`src/rtl/usb_fsched_pkg.sv`:
```
// Shared widths and the publish-state type for the frame timing scheduler.
// Assumes the frame counter is never wider than 16 bits.
package usb_fsched_pkg;
    localparam int REM_W_DEF = 14;   // remaining-time counter width
    localparam int FN_W_DEF  = 16;   // frame number width
    localparam int LS_W_DEF  = 11;   // low-speed threshold width

    typedef enum logic [0:0] {
        PUB_IDLE = 1'b0,
        PUB_WAIT = 1'b1
    } pub_state_e;
endpackage

```
`src/rtl/fsched_timer.sv`:
```
// Frame timer: counts bit times down, finds the frame boundary and advances
// the frame number. Assumes bit_tick is at most one pulse per clock cycle and
// frame_ivl is stable while the counter reloads.
module fsched_timer #(
    parameter int REM_W = 14,
    parameter int FN_W  = 16
) (
    input  logic             clk,
    input  logic             rst_n,
    input  logic             run_en,
    input  logic             bit_tick,
    input  logic [REM_W-1:0] frame_ivl,
    output logic [REM_W-1:0] remaining,
    output logic [FN_W-1:0]  frame_num,
    output logic             boundary,
    output logic             sof_pulse
);
    localparam logic [REM_W-1:0] REM_ONE = REM_W'(1);
    localparam logic [FN_W-1:0]  FN_ONE  = FN_W'(1);

    logic run_q;
    logic enter_run;
    logic count_out;

    // Boundary detection: turning on, or a tick arriving with the count at zero.
    always_comb begin
        enter_run = run_en & ~run_q;
        count_out = run_en & bit_tick & (remaining == '0);
        boundary  = enter_run | count_out;
    end

    // Remember the previous run enable so a rising edge can be seen.
    always_ff @(posedge clk) begin
        if (!rst_n) run_q <= 1'b0;
        else        run_q <= run_en;
    end

    // Remaining-time counter: reload at a boundary, otherwise count ticks.
    always_ff @(posedge clk) begin
        if (!rst_n)                   remaining <= '0;
        else if (boundary)            remaining <= frame_ivl;
        else if (run_en && bit_tick)  remaining <= remaining - REM_ONE;
    end

    // Frame number advance and start-of-frame strobe.
    always_ff @(posedge clk) begin
        if (!rst_n) begin
            frame_num <= '0;
            sof_pulse <= 1'b0;
        end else begin
            sof_pulse <= boundary;
            if (boundary) frame_num <= frame_num + FN_ONE;
        end
    end

    AST_FN_STEP: assert property (@(posedge clk) disable iff (!rst_n)
        boundary |=> (frame_num == FN_W'($past(frame_num) + FN_ONE)));
    AST_RELOAD: assert property (@(posedge clk) disable iff (!rst_n)
        boundary |=> (remaining == $past(frame_ivl)));
    AST_HOLD_IDLE: assert property (@(posedge clk) disable iff (!rst_n)
        !run_en |=> $stable(remaining));
    AST_ENTER_SOF: assert property (@(posedge clk) disable iff (!rst_n)
        (run_en && !run_q) |=> sof_pulse);
endmodule

```
`src/rtl/fsched_publish.sv`:
```
// Frame-number publisher: after each boundary it asks for the frame number to
// be stored in the shared host area. It holds list fetches off until the
// store is acknowledged, then sets the sticky start-of-frame status. Assumes
// the acknowledge is a single sample of a held request.
module fsched_publish
    import usb_fsched_pkg::*;
#(
    parameter int FN_W = 16
) (
    input  logic            clk,
    input  logic            rst_n,
    input  logic            boundary,
    input  logic [FN_W-1:0] frame_num,
    input  logic            wr_ack,
    input  logic            sof_clr,
    output logic            wr_req,
    output logic [FN_W-1:0] wr_data,
    output logic            sof_status,
    output logic            fetch_en
);
    pub_state_e state;
    logic       ack_take;

    // An acknowledge counts only while a request is pending and no new frame starts.
    always_comb begin
        ack_take = (state == PUB_WAIT) & wr_ack & ~boundary;
        wr_req   = (state == PUB_WAIT);
        wr_data  = frame_num;
    end

    // Publish state and fetch gate: a boundary opens a request and shuts fetches.
    always_ff @(posedge clk) begin
        if (!rst_n) begin
            state    <= PUB_IDLE;
            fetch_en <= 1'b0;
        end else if (boundary) begin
            state    <= PUB_WAIT;
            fetch_en <= 1'b0;
        end else if (ack_take) begin
            state    <= PUB_IDLE;
            fetch_en <= 1'b1;
        end
    end

    // Sticky status bit: setting takes precedence over clearing.
    always_ff @(posedge clk) begin
        if (!rst_n)        sof_status <= 1'b0;
        else if (ack_take) sof_status <= 1'b1;
        else if (sof_clr)  sof_status <= 1'b0;
    end

    AST_NO_FETCH_PENDING: assert property (@(posedge clk) disable iff (!rst_n)
        wr_req |-> !fetch_en);
    AST_STATUS_ON_ACK: assert property (@(posedge clk) disable iff (!rst_n)
        (wr_req && wr_ack && !boundary) |=> (sof_status && fetch_en && !wr_req));
    AST_STRAY_ACK: assert property (@(posedge clk) disable iff (!rst_n)
        (!wr_req && !sof_status && !boundary) |=> !sof_status);
    AST_FETCH_KEEP: assert property (@(posedge clk) disable iff (!rst_n)
        (!wr_req && fetch_en && !boundary) |=> fetch_en);
endmodule

```
`src/rtl/fsched_prio.sv`:
```
// Priority decisions inside a frame. Periodic work wins once the remaining
// count has fallen to the periodic-start value and no control/bulk
// transaction is in flight. A low-speed packet may start only while enough
// bit times are left. Assumes ls_thresh is static while running.
module fsched_prio #(
    parameter int REM_W = 14,
    parameter int LS_W  = 11
) (
    input  logic             clk,
    input  logic             rst_n,
    input  logic             run_en,
    input  logic             boundary,
    input  logic [REM_W-1:0] remaining,
    input  logic             ps_load,
    input  logic [REM_W-1:0] ps_value,
    input  logic             ctlblk_busy,
    input  logic [LS_W-1:0]  ls_thresh,
    output logic             periodic_prio,
    output logic             ls_commit_ok
);
    localparam int CMP_W = (REM_W > LS_W) ? REM_W : LS_W;

    logic [REM_W-1:0] ps_reg;
    logic [CMP_W-1:0] rem_ext;
    logic [CMP_W-1:0] ls_ext;
    logic             ps_reached;

    // Compare the count against both thresholds at a common width.
    always_comb begin
        rem_ext      = CMP_W'(remaining);
        ls_ext       = CMP_W'(ls_thresh);
        ps_reached   = run_en & (remaining <= ps_reg);
        ls_commit_ok = run_en & (rem_ext >= ls_ext);
    end

    // Periodic-start register, written by software.
    always_ff @(posedge clk) begin
        if (!rst_n)       ps_reg <= '0;
        else if (ps_load) ps_reg <= ps_value;
    end

    // Periodic priority: set once the bus is free, dropped at each boundary.
    always_ff @(posedge clk) begin
        if (!rst_n)                          periodic_prio <= 1'b0;
        else if (boundary)                   periodic_prio <= 1'b0;
        else if (ps_reached && !ctlblk_busy) periodic_prio <= 1'b1;
    end

    AST_PRIO_AFTER_IDLE: assert property (@(posedge clk) disable iff (!rst_n)
        $rose(periodic_prio) |-> $past(!ctlblk_busy));
    AST_PRIO_DROP: assert property (@(posedge clk) disable iff (!rst_n)
        boundary |=> !periodic_prio);
    AST_PRIO_KEEP: assert property (@(posedge clk) disable iff (!rst_n)
        (periodic_prio && !boundary) |=> periodic_prio);
endmodule

```
`src/rtl/usb_frame_sched.sv`:
```
// Top of the USB host frame timing scheduler. It joins the frame timer, the
// frame-number publisher and the priority logic. Assumes a synchronous
// active-low reset and inputs that are already synchronous to clk.
module usb_frame_sched
    import usb_fsched_pkg::*;
#(
    parameter int REM_W = REM_W_DEF,
    parameter int FN_W  = FN_W_DEF,
    parameter int LS_W  = LS_W_DEF
) (
    input  logic             clk,
    input  logic             rst_n,
    input  logic             run_en,
    input  logic             bit_tick,
    input  logic [REM_W-1:0] frame_ivl,
    input  logic             ps_load,
    input  logic [REM_W-1:0] ps_value,
    input  logic [LS_W-1:0]  ls_thresh,
    input  logic             ctlblk_busy,
    input  logic             hcca_wr_ack,
    input  logic             sof_clr,
    output logic [FN_W-1:0]  frame_num,
    output logic [REM_W-1:0] remaining,
    output logic             sof_pulse,
    output logic             hcca_wr_req,
    output logic [FN_W-1:0]  hcca_wr_data,
    output logic             sof_status,
    output logic             list_fetch_en,
    output logic             periodic_prio,
    output logic             ls_commit_ok
);
    logic boundary;

    fsched_timer #(.REM_W(REM_W), .FN_W(FN_W)) u_timer (
        .clk       (clk),
        .rst_n     (rst_n),
        .run_en    (run_en),
        .bit_tick  (bit_tick),
        .frame_ivl (frame_ivl),
        .remaining (remaining),
        .frame_num (frame_num),
        .boundary  (boundary),
        .sof_pulse (sof_pulse)
    );

    fsched_publish #(.FN_W(FN_W)) u_publish (
        .clk        (clk),
        .rst_n      (rst_n),
        .boundary   (boundary),
        .frame_num  (frame_num),
        .wr_ack     (hcca_wr_ack),
        .sof_clr    (sof_clr),
        .wr_req     (hcca_wr_req),
        .wr_data    (hcca_wr_data),
        .sof_status (sof_status),
        .fetch_en   (list_fetch_en)
    );

    fsched_prio #(.REM_W(REM_W), .LS_W(LS_W)) u_prio (
        .clk           (clk),
        .rst_n         (rst_n),
        .run_en        (run_en),
        .boundary      (boundary),
        .remaining     (remaining),
        .ps_load       (ps_load),
        .ps_value      (ps_value),
        .ctlblk_busy   (ctlblk_busy),
        .ls_thresh     (ls_thresh),
        .periodic_prio (periodic_prio),
        .ls_commit_ok  (ls_commit_ok)
    );

    AST_SOF_WITH_REQ: assert property (@(posedge clk) disable iff (!rst_n)
        sof_pulse |-> (hcca_wr_req && !list_fetch_en));
    AST_REQ_HOLD: assert property (@(posedge clk) disable iff (!rst_n)
        (hcca_wr_req && !hcca_wr_ack) |=> hcca_wr_req);
endmodule

```
`config.mk`:
```
export PLATFORM = sky130hd
export DESIGN_NAME = usb_frame_sched
export DESIGN_NICKNAME = d
export VERILOG_FILES = /design/src/rtl/usb_fsched_pkg.sv /design/src/rtl/fsched_timer.sv /design/src/rtl/fsched_publish.sv /design/src/rtl/fsched_prio.sv /design/src/rtl/usb_frame_sched.sv
export SDC_FILE = /design/constraint.sdc
export NUM_CORES = 1
export LEC_CHECK = 0
export ABC_AREA = 0
export BUFFER_PORTS_ARGS = -buffer_cell sky130_fd_sc_hd__clkbuf_2
export CAP_MARGIN = 20
export CORE_MARGIN = 4
export CORE_UTILIZATION = 52
export CTS_BUF_LIST = sky130_fd_sc_hd__clkbuf_8 sky130_fd_sc_hd__clkbuf_16
export CTS_CLUSTER_SIZE = 10
export DETAILED_ROUTE_END_ITERATION = 10
export PLACE_DENSITY = 0.81
export SETUP_SLACK_MARGIN = 0.1
export SLEW_MARGIN = 20
export SYNTH_ARGS = -nofsm -noshare
export SYNTH_HDL_FRONTEND = slang
export SYNTH_HIERARCHICAL = 1
export SYNTH_SLANG_ARGS = --single-unit
```
`constraint.sdc`:
```
create_clock -name clk -period 3.3 [get_ports clk]
set_input_delay 0.66 -clock clk [delete_from_list [all_inputs] [get_ports clk]]
set_output_delay 0.66 -clock clk [all_outputs]
set_load 0.02 [all_outputs]
```
==> flow_summary_export.csv, run 1 <==
group,metric,value,unit
global_routing,grt_max_degree,50,
power_and_ir_drop,power_density,368,nW/um2
sta,fin_crit_sh,84.1,%
synth,synth_seq_cells,50,
finish,fillers,526,
setup_path,start_kind,"register",
finish,final_area,3730,um2
drt,drtIter0Drc,170,
drt,vias,2893,
synth,synth_mux_area_share,9.05,%
sta,finalWorstSetupSlack,0.525,ns
global_routing,grt_pass1_wl,12900,um
global_routing,grt_use_total,21.3,%
placed_design,finalWeightedCongestion,0.857,
drt,dr.pass1.iters,5,
synth,synth_nets,442,
global_routing,grt_antenna_before_repair,0,
synth,synthAdderAreaFrac,10.9,%
drt,routed_wl,7870,um
clock_tree,clk_path_buf_depth,2,
finish,final_util,62.6,%
clock_tree,post_cts_buffers,0,
clock_tree,cts.reportedPaths.clkPinSlew,0.10,ns
placed_design,dp_hpwl,6020,um
finish,num_antenna_cells,0,
placed_design,io_buffer_count,98,
setup_path,cp_max_fo,16,
synth,seq_area_frac_synth,31.2,%
floorplan,core-area,5960,um2
clock_tree,cts_sinks,50,
drt,drt-vias-per-instance,5.55,
setup_path,crit_required,3.53,ns
synth,synth_top_cell_area_share,31.2,%
clock_tree,insertion_delay,0.30,ns
global_routing,grt-ovfl-total,0,
power_and_ir_drop,ir_drop,0.000207,V
drt,ant_nets,0,
global_routing,grt_pass1_vias,2757,
min_path,hp-class,"register to register",
sta,finalCriticalPeriod,2.77,ns
clock_tree,cts_buffers,5,
run_status,status,"complete, no violations",
clock_tree,cts_hold_buf,0,
sta,tightest_slew,0.717,ns
setup_path,worstPathArrival,3.00,ns
synth,synth_top_family_by_area,"simple AND/OR/NAND/NOR gates",
finish,syn_to_final_growth,16.3,%
clock_tree,tritoncts,"done",
synth,yosysUniqueCellTypes,44,
floorplan,chipWidth,86.5,um
synth,yosysTopAreaCell,"dfxtp_1",
synth,yosys_warnings,6,
floorplan,die_h,86.5,um
sta,setup_viol,0,
finish,drive_above_1_share,26.5,%
setup_path,rr_worst_depth,5,
sta,finalHoldViolCount,0,
clock_tree,cts-root-buf,"clkbuf_8",
finish,largest_register_ffs,16,
setup_path,path_class,"register to register",
power_and_ir_drop,total_power,1.37,mW
setup_path,crit_path_end_kind,"register",
drt,drcViolationCount,0,
sta,finalSetupTns,0,ns
synth,yosys.area_share.simple,20.5,%
synth,synthCells,367,
synth,syn-cell-area,3210,um2
clock_tree,h-tree-depth,2,
sta,slew_headroom,52.2,%
placed_design,postPlaceCellArea,3650,um2
flow_run,max_cap_violations,0,
sta,clock_skew,0.0115,ns
synth,synth_compound_area_share,14.9,%
floorplan,die-area,7490,um2
sta,grt_setup_unrepaired,"no",
synth,netlist_top_cells_area,"dfxtp_1 (31%), ha_1 (11%), mux2i_1 (9.1%)",
floorplan,start_util,53.8,%
sta,maxClockFrequency,360,MHz
min_path,hold-path-cell-count,2,
finish,nNetsFinal,521,
floorplan,rows,28,
power_and_ir_drop,power.leakage,1.70,nW
placed_design,pre_cts_slack,0.559,ns
drt,wl_per_cell,15.1,um
clock_tree,cts_resized,0,
sta,drv_slew,0,
synth,syn_avg_cell_area,8.74,um2
floorplan,ioPinCount,99,
synth,synth_xor_area_share,3.55,%
[logic make-up (layout without fill, tap and decap cells)]
| logic type | after synthesis | in the layout |
|---|---|---|
| AO/OA/AOI/OAI | 69 | 69 |
| AND/OR/NAND/NOR | 113 | 113 |
| buffers and inverters | 65 | 144 |
| flip-flops | 50 | 50 |
| multiplexers | 29 | 29 |
| XOR/XNOR | 13 | 13 |
| adder cells (fa/ha/maj) | 28 | 28 |
[Yosys cell counts (all sizes together)]
master   instances
o211ai           1
xor2             5
nor2             8
nand3b           1
a211oi          17
nand4bb          1
a2111oi          3
nor3b            1
clkbuf          10
nand3            8
clkinv           1
nor3             4
nor4             6
a21oi           31
and3             2
o2111ai          1
xnor2            8
buf             23
a41oi            1
or4              4
and2             3
nand4            7
mux2i           29
inv             31
or4b             1
or3              2
o21a             1
nand4b           2
ha              28
nor4b            1
and4             4
nand2b          14
nand2           25
a21boi           1
a311oi           1
nor2b           19
o21ai           11
a21o             1
dfxtp           50
[placed cells by master (no fill, tap or decap), drive strengths merged, types with 8 or more instances in the layout]
cell type	n
nor2	8
nand2b	14
xnor2	8
o21ai	11
a211oi	17
inv	32
nand2	25
mux2i	29
ha	28
clkbuf	103
nand3	8
a21oi	31
dfxtp	50
nor2b	19
[cell type report]
class,instances,area [um2],area share [%]
Timing Repair Buffer,105,543,14.6
Clock inverter,2,11.3,0.302
Sequential cell,50,1000,26.8
Multi-Input combinational cell,252,1890,50.7
Tap cell,75,93.8,2.52
Inverter,32,120,3.22
Clock buffer,5,68.8,1.85
[worst max-delay path, cell delays in order (launching register included)]
cell     delay, ns
dfxtp_1       0.41
or4_1         0.66
or4_1         0.92
buf_4         0.29
a21oi_1       0.19
mux2i_1       0.24
[path summary, 6_finish.rpt]
check	start	to	slack (ns)
min	u_publish/sof_status	u_publish/sof_status	0.48
min reg2reg	u_publish/sof_status	u_publish/sof_status	0.48
max	u_timer/remaining[2]	u_timer/frame_num[7]	0.53
max reg2reg	u_timer/remaining[2]	u_timer/frame_num[7]	0.53
[where the power goes]
part,internal (mW),switching [mW],leakage (nW)
clock,0.143,0.201,0.0414
sequential,0.636,0.0414,0.410
combinational,0.152,0.200,1.25
[per-layer routing]
metal | track usage, % | part of all wire, % | vias up
met5 | 0 | 0 | -
met4 | 6.37 | 1.0 | 0
met3 | 5.04 | 5.7 | 8
met2 | 36.3 | 50 | 83
met1 | 26.7 | 44 | 1373
li1 | - | - | 1429
[per-stage QoR]
stage | hold slack [ns] | cells
detailed placement | 0.471 | 514
CTS | 0.488 | 521
global placement | 0.462 | 514
global route | 0.531 | 521
floorplan | 0.483 | 367
finish | 0.481 | 521
No activity file was read; power rests on OpenSTA's default activity.
==> run 2, diff against run 1 <==
clock period = 2.6 ns   (was 3.3 ns; I/O delays follow)
==> run 2 against run 1 <==
Effect of this change: first-iteration DRC count decreased by 2.9%; power increased by 31%; clock-buffer cell count did not move; die area did not move; via count is 0.52% higher; final cell count grew 2.3%; sequential power up 24%; clock skew rose by 0.0046 ns; combinational power up 41%; register-to-register slack worse by 0.32 ns.
==> flow_summary_export.csv, run 2 (same netlist as run 1, synthesis figures left out) <==
group,metric,value,unit
setup_path,r2r_slack,0.21,ns
floorplan,ioPinCount,99,
setup_path,crit_top_cell,"buf_4",
clock_tree,tritoncts,"done",
sta,drv_slew,0,
finish,largest_register_ffs,16,
placed_design,dp_hpwl,6180,um
floorplan,start_util,53.8,%
clock_tree,insertion_delay,0.31,ns
finish,nNetsFinal,532,
setup_path,max_stage_delay,0.36,ns
sta,finalHoldViolCount,0,
clock_tree,h-tree-depth,2,
clock_tree,cts-root-buf,"clkbuf_8",
sta,finalCriticalPeriod,2.41,ns
sta,finalSetupTns,0,ns
drt,dr.pass1.iters,4,
power_and_ir_drop,ir_drop,0.000293,V
setup_path,r2r-end,"u_timer/frame_num[15]",
global_routing,grt_pass1_wl,13200,um
setup_path,crit_family,"flip-flops",
power_and_ir_drop,power.leakage,1.77,nW
sta,tightest_slew,0.756,ns
finish,layout_commonest_cell,"clkbuf_2",
global_routing,grt_pass1_vias,2828,
placed_design,dp_cells,525,
min_path,min_to,"u_timer/remaining[1]",
drt,drcViolationCount,0,
setup_path,r2r-start,"u_timer/remaining[6]",
finish,final_cells,533,
global_routing,grt_max_degree,35,
setup_path,crit_required,2.08,ns
setup_path,start_kind,"register",
global_routing,grt.busiest_layer,"met2",
sta,setup_viol,0,
global_routing,gr-usage-met3,4.28,%
floorplan,die_h,86.5,um
sta,grt_setup_unrepaired,"no",
power_and_ir_drop,power_density,466,nW/um2
drt,drtIter0Drc,165,
flow_run,max_cap_violations,0,
sta,maxClockFrequency,415,MHz
finish,syn_to_final_growth,20.6,%
setup_path,cp.buffers_inverters,2,
min_path,hold-path-cell-count,3,
clock_tree,cts.reportedPaths.clkPinSlew,0.10,ns
global_routing,grt_antenna_before_repair,0,
setup_path,rr_worst_depth,5,
sta,clock_skew,0.0161,ns
run_status,status,"complete, no violations",
setup_path,path_class,"register to primary output",
min_path,hold_start,"frame_ivl[1]",
setup_path,worstPathArrival,1.89,ns
finish,num_antenna_cells,0,
sta,slew_headroom,49.6,%
setup_path,crit_slowest_cell,"dfxtp_1",
clock_tree,cts_buffers,5,
placed_design,io_buffer_count,98,
drt,ant_nets,0,
finish,final_cell_mix,"clkbuf_2 (97), dfxtp_1 (47), inv_1 (31), a21oi_1 (31), mux2i_1 (29)",
global_routing,grt-ovfl-total,0,
global_routing,grt_use_total,21.6,%
drt,routed_wl,8050,um
setup_path,cp_max_fo,5,
clock_tree,cts_sinks,50,
floorplan,chipWidth,86.5,um
global_routing,met1_usage,27.5,%
min_path,hp-class,"input pin to register",
floorplan,core-area,5960,um2
clock_tree,cts_hold_buf,0,
drt,vias,2908,
placed_design,finalWeightedCongestion,0.885,
power_and_ir_drop,total_power,1.80,mW
drt,drt-vias-per-instance,5.46,
global_routing,met2_usage,37.1,%
setup_path,crit_path_end_kind,"primary output",
sta,fin_crit_sh,92.7,%
floorplan,die-area,7490,um2
floorplan,rows,28,
finish,drive_above_1_share,30.1,%
drt,wl_per_cell,15.1,um
clock_tree,clk_path_buf_depth,2,
setup_path,crit_chain,"buf_4 > ha_4 > and2_4 > nor2b_2 > a2111oi_4 > a21oi_1 > buf_4",
==> run 2: power breakdown <==
part           total [mW]  internal, mW  switching [mW]
Clock               0.464         0.190           0.274
Sequential          0.842         0.808          0.0339
Combinational       0.497         0.220           0.277
Total                1.80          1.22           0.585
==> run 2: per-stage QoR <==
step	cell area (um2)	hold slack (ns)	worst slack (ns)	util, %
final	3870	0.460	0.191	64.9
after detailed placement	3730	0.468	0.136	62.6
after floorplan	3210	0.483	0.201	-
after global placement	3730	0.461	0.160	62.6
after CTS	3820	0.463	0.103	64.2
after global routing	3870	0.473	0.0881	64.9
==> run 2: worst max-delay path by stage <==
stage / cells past startpoint / endpoint / slack, ns / startpoint
after detailed placement: 7 / ls_commit_ok / 0.14 / ls_thresh[10]
after floorplan: 6 / u_timer/frame_num[15] / 0.20 / u_timer/remaining[2]
after global routing: 7 / ls_commit_ok / 0.09 / u_timer/remaining[9]
after CTS: 5 / ls_commit_ok / 0.10 / u_timer/remaining[10]
after global placement: 7 / ls_commit_ok / 0.16 / ls_thresh[10]
final: 7 / ls_commit_ok / 0.19 / u_timer/remaining[9]
==> run 2: tightest hold or removal path: cells and delay by family <==
kind / cells / cell delay [ns]
AOI/OAI and AO/OA: 2 / 0.12
buffers and inverters: 1 / 0.08
==> run 2: area by class of cell <==
class                      instances  area (um2)
fill                             518        2090
multi-input combinational        252        1920
sequential                        50        1010
timing repair buffer             116         632
inverter                          32         120
tap                               75        93.8
clock buffer                       5        68.8
clock inverter                     3        21.3
==> run 2: per-layer routing <==
layer,vias up,share of wire (%)
li1,1454,-
met1,1360,43
met2,84,50
met3,10,5.6
met4,0,1.5
met5,-,0
==> run 2: what timing repair did <==
item,CTS,global route
gates resized for setup,1,11
setup endpoints to repair,1,1
cloned,0,0
pin swaps,0,2
setup buffers,0,0
==> run 3, diff against run 2 <==
PLACE_DENSITY = unset   (was 0.81)
PLACE_DENSITY_LB_ADDON = 0.1   (was unset)
==> run 3 against run 2 <==
Effect of this change: combinational power hardly changed; register-to-register slack better by 0.12 ns; sequential power down 0.6%; worst setup slack got worse by 0.066 ns; hold slack better by 0.0071 ns.
==> flow_summary_export.csv, run 3 (same netlist as run 1, synthesis figures left out) <==
group,metric,value,unit
sta,fin_crit_sh,95.2,%
drt,dr.pass1.iters,4,
finish,drive_above_1_share,29.6,%
setup_path,worstPathArrival,1.96,ns
drt,drcViolationCount,0,
power_and_ir_drop,ir_drop,0.000318,V
setup_path,path_class,"register to primary output",
setup_path,start_kind,"register",
clock_tree,tritoncts,"done",
finish,syn_to_final_growth,20.5,%
sta,finalHoldViolCount,0,
setup_path,cp_max_fo,5,
clock_tree,insertion_delay,0.30,ns
setup_path,r2r_slack,0.33,ns
sta,drv_slew,0,
placed_design,io_buffer_count,98,
sta,finalSetupTns,0,ns
flow_run,max_cap_violations,0,
drt,routed_wl,7710,um
global_routing,met2_usage,34.5,%
clock_tree,cts_buffers,5,
drt,drtIter0Drc,144,
sta,finalWorstSetupSlack,0.124,ns
min_path,hp-class,"input pin to register",
placed_design,pre_cts_slack,0.126,ns
global_routing,met1_usage,28.5,%
floorplan,ioPinCount,99,
clock_tree,cts.reportedPaths.clkPinSlew,0.09,ns
global_routing,grt.busiest_layer,"met2",
finish,final_util,64.9,%
floorplan,start_util,53.8,%
run_status,status,"complete, no violations",
sta,maxClockFrequency,404,MHz
finish,fillers,553,
floorplan,die_h,86.5,um
global_routing,gr-usage-met3,4.37,%
drt,drt-vias-per-instance,5.38,
sta,finalCriticalPeriod,2.48,ns
placed_design,dp_hpwl,6020,um
sta,grt_setup_unrepaired,"yes",
placed_design,finalWeightedCongestion,0.834,
setup_path,crit_path_end_kind,"primary output",
placed_design,dp_cells,526,
global_routing,grt_use_total,20.9,%
finish,num_antenna_cells,0,
floorplan,chipWidth,86.5,um
floorplan,rows,28,
finish,nNetsFinal,534,
finish,final_cells,535,
power_and_ir_drop,power.leakage,1.78,nW
finish,layout_commonest_cell,"clkbuf_2",
drt,wl_per_cell,14.4,um
floorplan,die-area,7490,um2
setup_path,crit_required,2.08,ns
sta,tightest_slew,0.601,ns
clock_tree,clk_path_buf_depth,2,
clock_tree,cts_sinks,50,
drt,vias,2880,
finish,largest_register_ffs,16,
sta,clock_skew,0.0105,ns
clock_tree,cts_hold_buf,0,
drt,ant_nets,0,
clock_tree,cts-root-buf,"clkbuf_8",
power_and_ir_drop,power_density,467,nW/um2
global_routing,grt_antenna_before_repair,0,
sta,setup_viol,0,
global_routing,grt_max_degree,34,
global_routing,grt-ovfl-total,0,
clock_tree,h-tree-depth,2,
sta,slew_headroom,59.9,%
global_routing,grt_pass1_wl,12800,um
finish,final_cell_mix,"clkbuf_2 (97), dfxtp_1 (48), inv_1 (31), a21oi_1 (31), mux2i_1 (29)",
global_routing,grt_pass1_vias,2783,
floorplan,core-area,5960,um2
[run 3: area by class of cell]
type / instances / area, um2 / share of cell area, %
clock buffers: 6 / 82.6 / 2.14
clock inverters: 2 / 12.5 / 0.324
inverters: 32 / 120 / 3.11
multi-input cells: 252 / 1910 / 49.3
flip-flops and latches: 50 / 1010 / 26.0
well taps: 75 / 93.8 / 2.43
repair buffers: 118 / 643 / 16.6
[run 3: what timing repair did]
action | in CTS | in global routing
resized for setup | 3 | 3
setup buffers | 1 | 0
pin swaps | 2 | 0
setup endpoints to repair | 1 | 9
[run 3: final timing paths]
check	endpoint	start	cells past startpoint
worst max register to register	u_timer/frame_num[15]	u_timer/remaining[6]	4
worst max-delay path	ls_commit_ok	u_timer/remaining[11]	5
worst min-delay path	u_timer/remaining[1]	frame_ivl[1]	3
worst min register to register	u_publish/sof_status	u_publish/sof_status	2
[run 3: critical path, stage by stage, from the launching register on]
cell	delay (ns)
dfxtp_1	0.33
buf_4	0.16
or4_4	0.56
a2111oi_4	0.33
a21oi_1	0.10
clkbuf_4	0.17
[run 3: per-layer routing]
metal	vias up	part of all wire [%]
met5	-	0
li1	1455	-
met2	74	47
met1	1345	47
met4	0	0.88
met3	6	5.3
[run 3: report_power, final]
| group | internal [mW] | total [mW] | leakage [nW] | switching (mW) |
|---|---|---|---|---|
| clock network | 0.214 | 0.472 | 0.0472 | 0.257 |
| logic | 0.219 | 0.496 | 1.32 | 0.276 |
| registers | 0.807 | 0.837 | 0.411 | 0.0299 |
[run 3: through the flow]
| step | area (um2) | hold WS, ns | total power, mW |
|---|---|---|---|
| floorplan | 3210 | 0.483 | 1.17 |
| detailed placement | 3740 | 0.471 | 1.34 |
| CTS | 3850 | 0.448 | 1.82 |
| global placement | 3740 | 0.464 | 1.33 |
| global route | 3860 | 0.478 | 1.92 |
| finish | 3860 | 0.467 | 1.80 |
